$ cat config.mk
export PLATFORM = sky130hd
export DESIGN_NAME = fadcChargeExtractor
export DESIGN_NICKNAME = d
export VERILOG_FILES = /design/src/rtl/fadcPkg.sv /design/src/rtl/fadcDatapath.sv /design/src/rtl/fadcControl.sv /design/src/rtl/fadcChargeExtractor.sv
export SDC_FILE = /design/constraint.sdc
export NUM_CORES = 2
export LEC_CHECK = 0
export ABC_AREA = 1
export BUFFER_PORTS_ARGS = -buffer_cell sky130_fd_sc_hd__buf_2
export CORE_MARGIN = 8
export CORE_UTILIZATION = 40
export CTS_BUF_LIST = sky130_fd_sc_hd__clkbuf_8
export CTS_CLUSTER_DIAMETER = 150
export DETAILED_ROUTE_END_ITERATION = 16
export GPL_TIMING_DRIVEN = 0
export SYNTH_ARGS = -nofsm -noshare
export SYNTH_HDL_FRONTEND = slang
export SYNTH_HIERARCHICAL = 1
export SYNTH_SLANG_ARGS = --single-unit
export TNS_END_PERCENT = 1
$ cat constraint.sdc
create_clock -name clk -period 4.45 [get_ports clk]
set_input_delay 0.89 -clock clk [delete_from_list [all_inputs] [get_ports clk]]
set_output_delay 0.89 -clock clk [all_outputs]
set_load 0.02 [all_outputs]
$ cat src/rtl/fadcPkg.sv
`timescale 1ns/1ps
package fadcPkg;

  // Strobes from the control path to the datapath record queue
  typedef struct packed {
    logic push;
    logic pop;
  } fifoCtrl_t;

endpackage

$ cat src/rtl/fadcDatapath.sv
`timescale 1ns/1ps
module fadcDatapath
  import fadcPkg::*;
#(
  parameter int NUM_CH     = 4,
  parameter int SAMPLE_W   = 10,
  parameter int LATENCY    = 128,
  parameter int WINDOW     = 40,
  parameter int CHARGE_W   = 16,
  parameter int TAG_W      = 8,
  parameter int FIFO_DEPTH = 4,
  localparam int CH_W      = (NUM_CH > 1) ? $clog2(NUM_CH) : 1,
  localparam int PTR_W     = $clog2(FIFO_DEPTH)
) (
  input  logic                         clk,
  input  logic                         rstN,
  input  logic [NUM_CH*SAMPLE_W-1:0]   sampleIn,
  input  logic [CHARGE_W-1:0]          threshold,
  input  logic [TAG_W-1:0]             trigTag,
  input  fifoCtrl_t                    ctrl,
  input  logic [CH_W-1:0]              selChannel,
  output logic [NUM_CH-1:0]            headHits,
  output logic [CHARGE_W-1:0]          headCharge,
  output logic [TAG_W-1:0]             headTag
);

  localparam int HIST  = LATENCY + 1;                 // window history plus pedestal slot
  localparam int SUM_W = SAMPLE_W + $clog2(WINDOW + 1);
  localparam int WIDE  = (SUM_W > CHARGE_W) ? SUM_W : CHARGE_W;
  localparam int MAX_Q = (2 ** CHARGE_W) - 1;

  logic [NUM_CH-1:0][CHARGE_W-1:0] chargeNow;
  logic [NUM_CH-1:0]               hitNow;

  for (genvar c = 0; c < NUM_CH; c++) begin : gChan
    logic [SAMPLE_W-1:0] hist [HIST];
    logic [SUM_W-1:0]    winSum;
    logic [SUM_W-1:0]    pedScaled;
    logic [SUM_W-1:0]    netSum;
    logic [WIDE-1:0]     netWide;
    logic [CHARGE_W-1:0] qLocal;

    // hist[k] holds the sample captured k+1 edges ago; winSum tracks hist[LATENCY-WINDOW .. LATENCY-1]
    always_ff @(posedge clk or negedge rstN) begin
      if (!rstN) begin
        winSum <= '0;
        for (int k = 0; k < HIST; k++) hist[k] <= '0;
      end else begin
        hist[0] <= sampleIn[c*SAMPLE_W +: SAMPLE_W];
        for (int k = 1; k < HIST; k++) hist[k] <= hist[k-1];
        winSum <= winSum + SUM_W'(hist[LATENCY-WINDOW-1]) - SUM_W'(hist[LATENCY-1]);
      end
    end

    always_comb begin
      pedScaled = SUM_W'(hist[LATENCY]) * SUM_W'(WINDOW);
      netSum    = (winSum > pedScaled) ? (winSum - pedScaled) : '0;
      netWide   = WIDE'(netSum);
      qLocal    = (netWide > WIDE'(MAX_Q)) ? '1 : CHARGE_W'(netWide);
    end

    assign chargeNow[c] = qLocal;
    assign hitNow[c]    = (qLocal > threshold);
  end

  // Record queue: one entry per accepted trigger
  logic [NUM_CH-1:0][CHARGE_W-1:0] memQ    [FIFO_DEPTH];
  logic [NUM_CH-1:0]               memHits [FIFO_DEPTH];
  logic [TAG_W-1:0]                memTag  [FIFO_DEPTH];
  logic [PTR_W-1:0]                wrPtr, rdPtr;

  function automatic logic [PTR_W-1:0] nextPtr(input logic [PTR_W-1:0] p);
    return (p == PTR_W'(FIFO_DEPTH - 1)) ? '0 : p + 1'b1;
  endfunction

  always_ff @(posedge clk or negedge rstN) begin
    if (!rstN) begin
      wrPtr <= '0;
      rdPtr <= '0;
    end else begin
      if (ctrl.push) wrPtr <= nextPtr(wrPtr);
      if (ctrl.pop)  rdPtr <= nextPtr(rdPtr);
    end
  end

  always_ff @(posedge clk) begin
    if (ctrl.push) begin
      memQ[wrPtr]    <= chargeNow;
      memHits[wrPtr] <= hitNow;
      memTag[wrPtr]  <= trigTag;
    end
  end

  assign headHits   = memHits[rdPtr];
  assign headCharge = memQ[rdPtr][selChannel];
  assign headTag    = memTag[rdPtr];

endmodule

$ cat src/rtl/fadcControl.sv
`timescale 1ns/1ps
module fadcControl
  import fadcPkg::*;
#(
  parameter int NUM_CH     = 4,
  parameter int TAG_W      = 8,
  parameter int FIFO_DEPTH = 4,
  localparam int CH_W      = (NUM_CH > 1) ? $clog2(NUM_CH) : 1,
  localparam int CNT_W     = $clog2(FIFO_DEPTH + 1)
) (
  input  logic              clk,
  input  logic              rstN,
  input  logic              trigIn,
  input  logic              outReady,
  input  logic [NUM_CH-1:0] headHits,
  output fifoCtrl_t         ctrl,
  output logic [TAG_W-1:0]  trigTag,
  output logic [CH_W-1:0]   selChannel,
  output logic              outValid,
  output logic              overflow
);

  logic [CNT_W-1:0]  fill;
  logic [NUM_CH-1:0] served, pending, selOne;
  logic              empty, full, lastOne;
  logic [TAG_W-1:0]  tagCnt;

  always_comb begin
    empty      = (fill == '0);
    full       = (fill == CNT_W'(FIFO_DEPTH));
    pending    = headHits & ~served;
    selChannel = '0;
    selOne     = '0;
    for (int i = NUM_CH - 1; i >= 0; i--) begin
      if (pending[i]) begin
        selChannel = CH_W'(i);
        selOne     = NUM_CH'(1) << i;
      end
    end
    lastOne   = ((pending & ~selOne) == '0);
    outValid  = !empty && (pending != '0);
    ctrl.push = trigIn && !full;
    ctrl.pop  = !empty && ((pending == '0) || (outReady && lastOne));
  end

  assign trigTag = tagCnt;

  always_ff @(posedge clk or negedge rstN) begin
    if (!rstN) begin
      fill     <= '0;
      served   <= '0;
      tagCnt   <= '0;
      overflow <= 1'b0;
    end else begin
      case ({ctrl.push, ctrl.pop})
        2'b10:   fill <= fill + 1'b1;
        2'b01:   fill <= fill - 1'b1;
        default: fill <= fill;
      endcase
      if (ctrl.pop)                  served <= '0;
      else if (outValid && outReady) served <= served | selOne;
      if (trigIn)                    tagCnt <= tagCnt + 1'b1;
      if (trigIn && full)            overflow <= 1'b1;
    end
  end

endmodule

$ cat src/rtl/fadcChargeExtractor.sv
`timescale 1ns/1ps
module fadcChargeExtractor
  import fadcPkg::*;
#(
  parameter int NUM_CH     = 4,
  parameter int SAMPLE_W   = 10,
  parameter int LATENCY    = 128,
  parameter int WINDOW     = 40,
  parameter int CHARGE_W   = 16,
  parameter int TAG_W      = 8,
  parameter int FIFO_DEPTH = 4,
  localparam int CH_W      = (NUM_CH > 1) ? $clog2(NUM_CH) : 1
) (
  input  logic                       clk,
  input  logic                       rstN,
  input  logic [NUM_CH*SAMPLE_W-1:0] sampleIn,
  input  logic [CHARGE_W-1:0]        threshold,
  input  logic                       trigIn,
  input  logic                       outReady,
  output logic                       outValid,
  output logic [CH_W-1:0]            outChannel,
  output logic [TAG_W-1:0]           outTag,
  output logic [CHARGE_W-1:0]        outCharge,
  output logic                       overflow
);

  fifoCtrl_t         ctrl;
  logic [TAG_W-1:0]  trigTag;
  logic [NUM_CH-1:0] headHits;

  fadcControl #(
    .NUM_CH(NUM_CH), .TAG_W(TAG_W), .FIFO_DEPTH(FIFO_DEPTH)
  ) uCtrl (
    .clk(clk), .rstN(rstN), .trigIn(trigIn), .outReady(outReady),
    .headHits(headHits), .ctrl(ctrl), .trigTag(trigTag),
    .selChannel(outChannel), .outValid(outValid), .overflow(overflow)
  );

  fadcDatapath #(
    .NUM_CH(NUM_CH), .SAMPLE_W(SAMPLE_W), .LATENCY(LATENCY), .WINDOW(WINDOW),
    .CHARGE_W(CHARGE_W), .TAG_W(TAG_W), .FIFO_DEPTH(FIFO_DEPTH)
  ) uData (
    .clk(clk), .rstN(rstN), .sampleIn(sampleIn), .threshold(threshold),
    .trigTag(trigTag), .ctrl(ctrl), .selChannel(outChannel),
    .headHits(headHits), .headCharge(outCharge), .headTag(outTag)
  );

endmodule

# After elaboration in Yosys (flattened, before gate mapping)
# Memories as Yosys holds them, arrays and structs flattened.
# Index checks and enable logic that the tools add are counted.
# totals
ff_bits	5244
ramBits	304
memories	3
elab_cells	613
output_inout_bits	28
in_bits	60
# op_classes
muxes	25
bitwise	5
n_reduce_logical	15
order_cmp	13
multipliers	4
n_eq_ne	5
add_sub_neg	17
# memory_table
memory	words	word_bits	read_ports	rd_ports_with_merged_regs	write_ports	line_no	text
uData.memQ	4	64	1	0	1	fadcDatapath.sv:67	logic [NUM_CH-1:0][CHARGE_W-1:0] memQ [FIFO_DEPTH];
uData.memTag	4	8	1	0	1	fadcDatapath.sv:69	logic [TAG_W-1:0] memTag [FIFO_DEPTH];
uData.memHits	4	4	1	0	1	fadcDatapath.sv:68	logic [NUM_CH-1:0] memHits [FIFO_DEPTH];
# ops
cell	count
$mux 16	9
$gt 16x16->1	8
$add 16x10->16	4
$gt 16x16->1 const B	4
$sub 16x10->16	4
$sub 16x16->16	4
$mul 10x3->13 const B	4
$bmux 16 s2	1
$mux 4	6
$mux 2	6
$add 8x1->8 const B	1
$and 4x4->4	2
$logic_not 4->1	2
$not 4->4	2
$eq 2x2->1 const B	3
$logic_and 1x1->1	6
$pmux 3 s2	1
$add 2x1->2 const B	2
$or 4x4->4	1
$reduce_bool 2->1	2
$reduce_bool 4->1	1
$add 3x1->3 const B	1
$eq 3x3->1 const B	1
$logic_not 3->1	1
other kinds (6)	8

# Longest topological paths before layout
# depth
word_depth	14
depth_mapped	28

# Cells and area by module
# Netlist, hierarchy kept.
# by_module_without_submodules
mod	cells_per_inst	seq_area_each_um2	n_inst	area_per_inst_um2
fadcDatapath	8032	139954.2	1	154041.5
fadcControl	101	400.4	1	872.1

# Worst setup path after synthesis
# No wires, ideal clock.
# synth_path
path_type	register -> register
from	reg uData/gChan[0].hist[3] (netlist name)
to	mem uData.memHits[0][0], data pin
synth_period_minus_slack_ps	4035
stages_incl_launch_ff	25
n_path_buf	1
setup_ps	269
arrival_ps	3765
path_slack_ps	415
cell_sequence	dfrtp_1 ha_1 ha_1 inv_1 fa_1 o21ai_0 nand2_1 o211ai_1 nand2_1 ha_1 nand2_1 nor2_1 and2_1 nand2_1 nand2_1 nand2_2 buf_2 nor2_1 ha_1 nand2_1 inv_1 o21ai_0 a21oi_1 nor2_1 a21oi_1
# synth_via
elab_chain_cells	6
elab_cells_between_ends	7
classes_between	add/sub (1); mul (1); order compare (3); mux (2)
# synth_rtl
item	line_no	text
start, declared	fadcDatapath.sv:36	logic [SAMPLE_W-1:0] hist [HIST];
$mul 10x3->13 *	fadcDatapath.sv:56	pedScaled = SUM_W'(hist[LATENCY]) * SUM_W'(WINDOW);
$sub 16x16->16 or $gt 16x16->1 (tied branches)	fadcDatapath.sv:57	netSum = (winSum > pedScaled) ? (winSum - pedScaled) : '0;
$mux 16 *	fadcDatapath.sv:57	
$gt 16x16->1	fadcDatapath.sv:59	qLocal = (netWide > WIDE'(MAX_Q)) ? '1 : CHARGE_W'(netWide);
$mux 16 *	fadcDatapath.sv:59	
named net uData.gChan[0].qLocal[9]	fadcDatapath.sv:41	logic [CHARGE_W-1:0] qLocal;
$gt 16x16->1 *	fadcDatapath.sv:63	assign hitNow[c] = (qLocal > threshold);
named net uData.hitNow[0]	fadcDatapath.sv:33	logic [NUM_CH-1:0] hitNow;
end, declared	fadcDatapath.sv:68	
# Mark *: on every way through the listed nets, which the timed path passes. The rest lies on a longest branch.

# Final worst setup path
# layout_path
from	reg uData.rdPtr[0]
to	out outCharge[11]
# layout_via
elab_cells_between_ends	9
classes_between	mux (6); bitwise (1); memory (2)
# layout_lines
item	line_no	text
start, declared	fadcDatapath.sv:70	logic [PTR_W-1:0] wrPtr, rdPtr;
start signal, assigned	fadcDatapath.sv:82	if (ctrl.pop) rdPtr <= nextPtr(rdPtr);
$mem_v2 4x4	n/a	
named net headHits[2]	fadcChargeExtractor.sv:29	logic [NUM_CH-1:0] headHits;
$and 4x4->4	fadcControl.sv:31	pending = headHits & ~served;
$mux 2 (3 in series)	fadcControl.sv:35	if (pending[i]) begin
$bmux 16 s2	fadcDatapath.sv:95	assign headCharge = memQ[rdPtr][selChannel];
$mux 16 (not written as such)	fadcDatapath.sv:95	
end, declared	fadcChargeExtractor.sv:23	output logic [CHARGE_W-1:0] outCharge,
# The timed path passes the listed nets, and every way through them passes these cells. The select of a mux whose other input is x is not followed.

==> results.ini <==
[power]
power.share.clock_pct = 40.0
seqPwrFrac_pct = 51.9
pwr-share-comb_pct = 8.2
p_sw_share_pct = 24.2
totalPowerFinal_uw = 102000
power.density_mw_per_mm2 = 562
p_int_uw = 77500
power_leakage_uw = 0.0910
ir_worst_vdd_uv = 868
switchingPower_uw = 24700

[synth]
synth_edf_count = 304
synth_top_family_by_area = simple AND/OR/NAND/NOR gates
yosysWarnings = 6
postSynthRegisterBits = 5548
postSynthCellCount = 8133
async_reset_ff_share_pct = 94.5
synth-xor-area-share_pct = 0.486
synthAdderAreaFrac_pct = 2.66
synth.most_common_cell = dfrtp_1
synth_cell_type_count = 40
synth_top_cell_area_share_pct = 84.7
synth_mux_area_share_pct = 0
ys_seq_area_share_pct = 90.6
synthesis.nets = 8493
syn_area_mm2 = 0.155
synth_compound_area_share_pct = 1.73
synthSimpleGateAreaFrac_pct = 3.11
syn_area_per_cell_um2 = 19.0
synth_top_area_cell = dfrtp_1
ys.flop_type = dfrtp_1
synth_common_cells = dfrtp_1 (5244), nand2_1 (571), inv_1 (492)
netlist_top_cells_area = dfrtp_1 (85%), edfxtp_1 (5.9%), ha_1 (2.0%), nand2_1 (1.4%), inv_1 (1.2%)

[floorplan]
die_y_um = 638
start_util_pct = 40.2
fp-row-count = 228
chipWidth_um = 638
num_io_pins = 88
fp.dieArea_mm2 = 0.407
design.core.area_mm2 = 0.386

[global_routing]
grt_antenna_before_repair = 13
first_global_vias = 70200
grt_max_degree = 191
overflow = 0
grtUsageTotal_pct = 12.0
grt_pass1_wl_um = 392000

[critical_path]
path_buf_inv = 6
endpoint_kind = output pin
ff2ff_setup_slack_ns = -0.42
critPathTopFamily = buffers and inverters
worstReg2RegStart = uData/gChan[0].hist[1]$_DFF_PN0_
critical-path-max-stage-delay_ns = 0.46
startpoint_type = flip-flop
critPathRequiredTime_ns = 3.56
startpoint = uData/rdPtr[0]$_DFFE_PN0P_
criticalPathCategory = flip-flop to output pin
worstPathArrival_ns = 4.17
slowest_stage = dfrtp_2
cp_cell_sequence = buf_8 -> buf_8 -> o21ai_0 -> o22ai_2 -> nand2_2 -> nand2_2 -> a21oi_4 -> buf_8 -> clkinvlp_4 -> clkbuf_16 -> o211ai_1 -> nand3_1 -> nand2_1 -> buf_6
path_common_cell = buf_8
critPathMaxFanout = 10

[sta]
min_period_ns = 5.06
slew_viol_final = 0
fin_crit_sh_pct = 114
worst_pin_slew_ns = 1.09
fmaxAchievable_ghz = 0.198
timing.final.hold_violations = 0
finClkSkew_ns = 0.0732
hold_ws_ns = 0.281
relSlewSlack_pct = 27.0
finalSetupViolCount = 32
rsz0062_at_grt = true
worst_slack_ns = -0.606

[layout]
multiInputGateArea_mm2 = 0.0129
nNetsFinal = 9518
fin_area_mm2 = 0.182
postLayoutCoreUtil_pct = 47.1
drive_gt1_share_pct = 15.6
fillCellCount = 32500
syn2layout_area_growth_pct = 17.4
regArea_mm2 = 0.140

[place]
dp_hpwl_um = 136000
io_buffers = 87
gp_congestion = 0.795
dpl-instance-area_mm2 = 0.163

[detailed_routing]
route.detailed.drc = 0
dr.pass1.iters = 5
drt_iter0_drc = 3569
routed_via_density = 4.21
ant_nets = 0
wl_per_cell_um = 16.0
num_vias = 63100
drt_wl_total_um = 240000

[clock_network]
cts_buffers = 816
clkTransAtPathRegs_ns = 0.07
cts_tree = yes
clock-sinks = 5548
ctsHtreeMaxLevel = 6
cts-root-buf = clkbuf_8
clock_latency_ns = 1.19
clk_path_buf_depth = 4

[hold_path]
min-delay-path-class = flip-flop to flip-flop
hp-start = uData/gChan[2].hist[816]$_DFF_PN0_

[job]
cap_violations = 0

[outcome]
status = finished, violations left
violations = negative setup slack

==> final timing paths <==
path                                                      end  cells past startpoint
max in group asynchronous  uData/gChan[1].hist[978]$_DFF_PN0_                      9
setup reg to reg                uData/memHits[2][0]$_DFFE_PP_                     24
hold / removal             uData/gChan[2].hist[806]$_DFF_PN0_                      0
setup / recovery                                outCharge[11]                     14
min in group asynchronous   uData/gChan[2].hist[60]$_DFF_PN0_                      6
hold reg to reg            uData/gChan[2].hist[806]$_DFF_PN0_                      0
==> repair_timing <==
| item | in CTS | in global routing |
|---|---|---|
| pin swaps | 28 | 36 |
| cloned | 1 | 4 |
| endpoints found under the hold margin | 414 | 0 |
| resized for setup | 150 | 104 |
| setup endpoints to repair | 256 | 743 |
| setup buffers | 17 | 17 |
| hold buffers | 49 | 0 |
==> through the flow <==
stage | instances | setup TNS, ns | setup slack, ns
floorplan | 8133 | 0 | 0.415
global placement | 13400 | - | -105.58
detailed placement | 13400 | -779.71 | -1.66
CTS | 15000 | -157.88 | -0.815
global route | 15000 | -42.71 | -0.842
finish | 15000 | -11.22 | -0.606
==> cell usage in the layout (no fill, tap or decap), types with 11 or more instances in the layout <==
cell	netlist	routed
clkinv_2	0	52
o21a_1	11	11
clkbuf_1	29	15
clkbuf_8	0	1039
nand3_2	4	18
o21bai_1	11	11
xor2_1	52	52
nand2_2	10	23
clkinvlp_4	0	16
o21ai_0	177	169
o211ai_1	67	67
nand2_1	571	553
bufinv_16	0	25
dfrtp_1	5244	5242
nand3_1	144	130
o21ai_1	24	28
ha_1	251	248
a21oi_1	167	158
nor2_2	8	50
buf_16	0	38
xnor2_1	34	34
buf_4	6	43
edfxtp_1	304	304
buf_12	0	12
nor2_4	0	12
dlygate4sd3_1	0	44
inv_12	0	12
fa_1	49	48
inv_1	492	764
nand4_1	42	42
buf_6	6	12
buf_2	19	86
nor2_1	349	295
==> power by group through the flow <==
stage | Sequential [µW] | Combinational (µW) | Clock (µW)
after global routing | 53100 | 9050 | 45100
after CTS | 53000 | 8100 | 42900
final | 53000 | 8340 | 40900
after global placement | 54300 | 6610 | 0
after detailed placement | 53900 | 7240 | 0
after floorplan | 53800 | 3050 | 0
==> logic make-up (layout without fill, tap and decap cells) <==
kind of cell,count (synthesis),count (layout)
DFF,5548,5548
and+or+nand+nor,1162,1162
buffers and inverters,556,2225
AOI/OAI and AO/OA,481,481
adders and majority gates,300,300
xor gates and xnor gates,86,86
other,0,5
==> sequential cells by signal, indices dropped and copies added, names as in the netlist <==
name and count:
uCtrl/fill 3, uData/memTag 32, uData/memHits 16, uData/gChan.winSum 64, uData/rdPtr 2, uData/memQ 256, uData/gChan.hist 5160, uData/wrPtr 2
uCtrl/served 4, uCtrl/trigTag 8, uCtrl/overflow 1
==> worst reg2reg max path, delay by kind of cell (launching register included) <==
kind | cells | cell delay [ns]
flip-flops | 1 | 0.41
AO/OA/AOI/OAI | 5 | 0.78
adder cells (fa/ha/maj) | 5 | 1.59
buffers and inverters | 3 | 0.33
AND/OR/NAND/NOR | 11 | 1.47
==> routing by layer <==
metal  up-vias  GRT usage, %  wire (µm)
met5         -             0         32
met4         4          4.52       7130
met3       517          2.66      11100
met2      1124          17.8     107000
met1     33400          17.4     115000
li1      28100             -          -
==> cell type report <==
class | count | area share [%]
repair buffers | 210 | 1.34
clock inverters | 425 | 1.60
well taps | 5175 | 3.56
flip-flops and latches | 5548 | 77.2
multi-input cells | 2029 | 7.09
diodes | 5 | 0.00688
clock buffers | 1037 | 7.85
plain buffers | 60 | 0.318
inverters | 493 | 1.03
No activity file was read; power rests on OpenSTA's default activity.
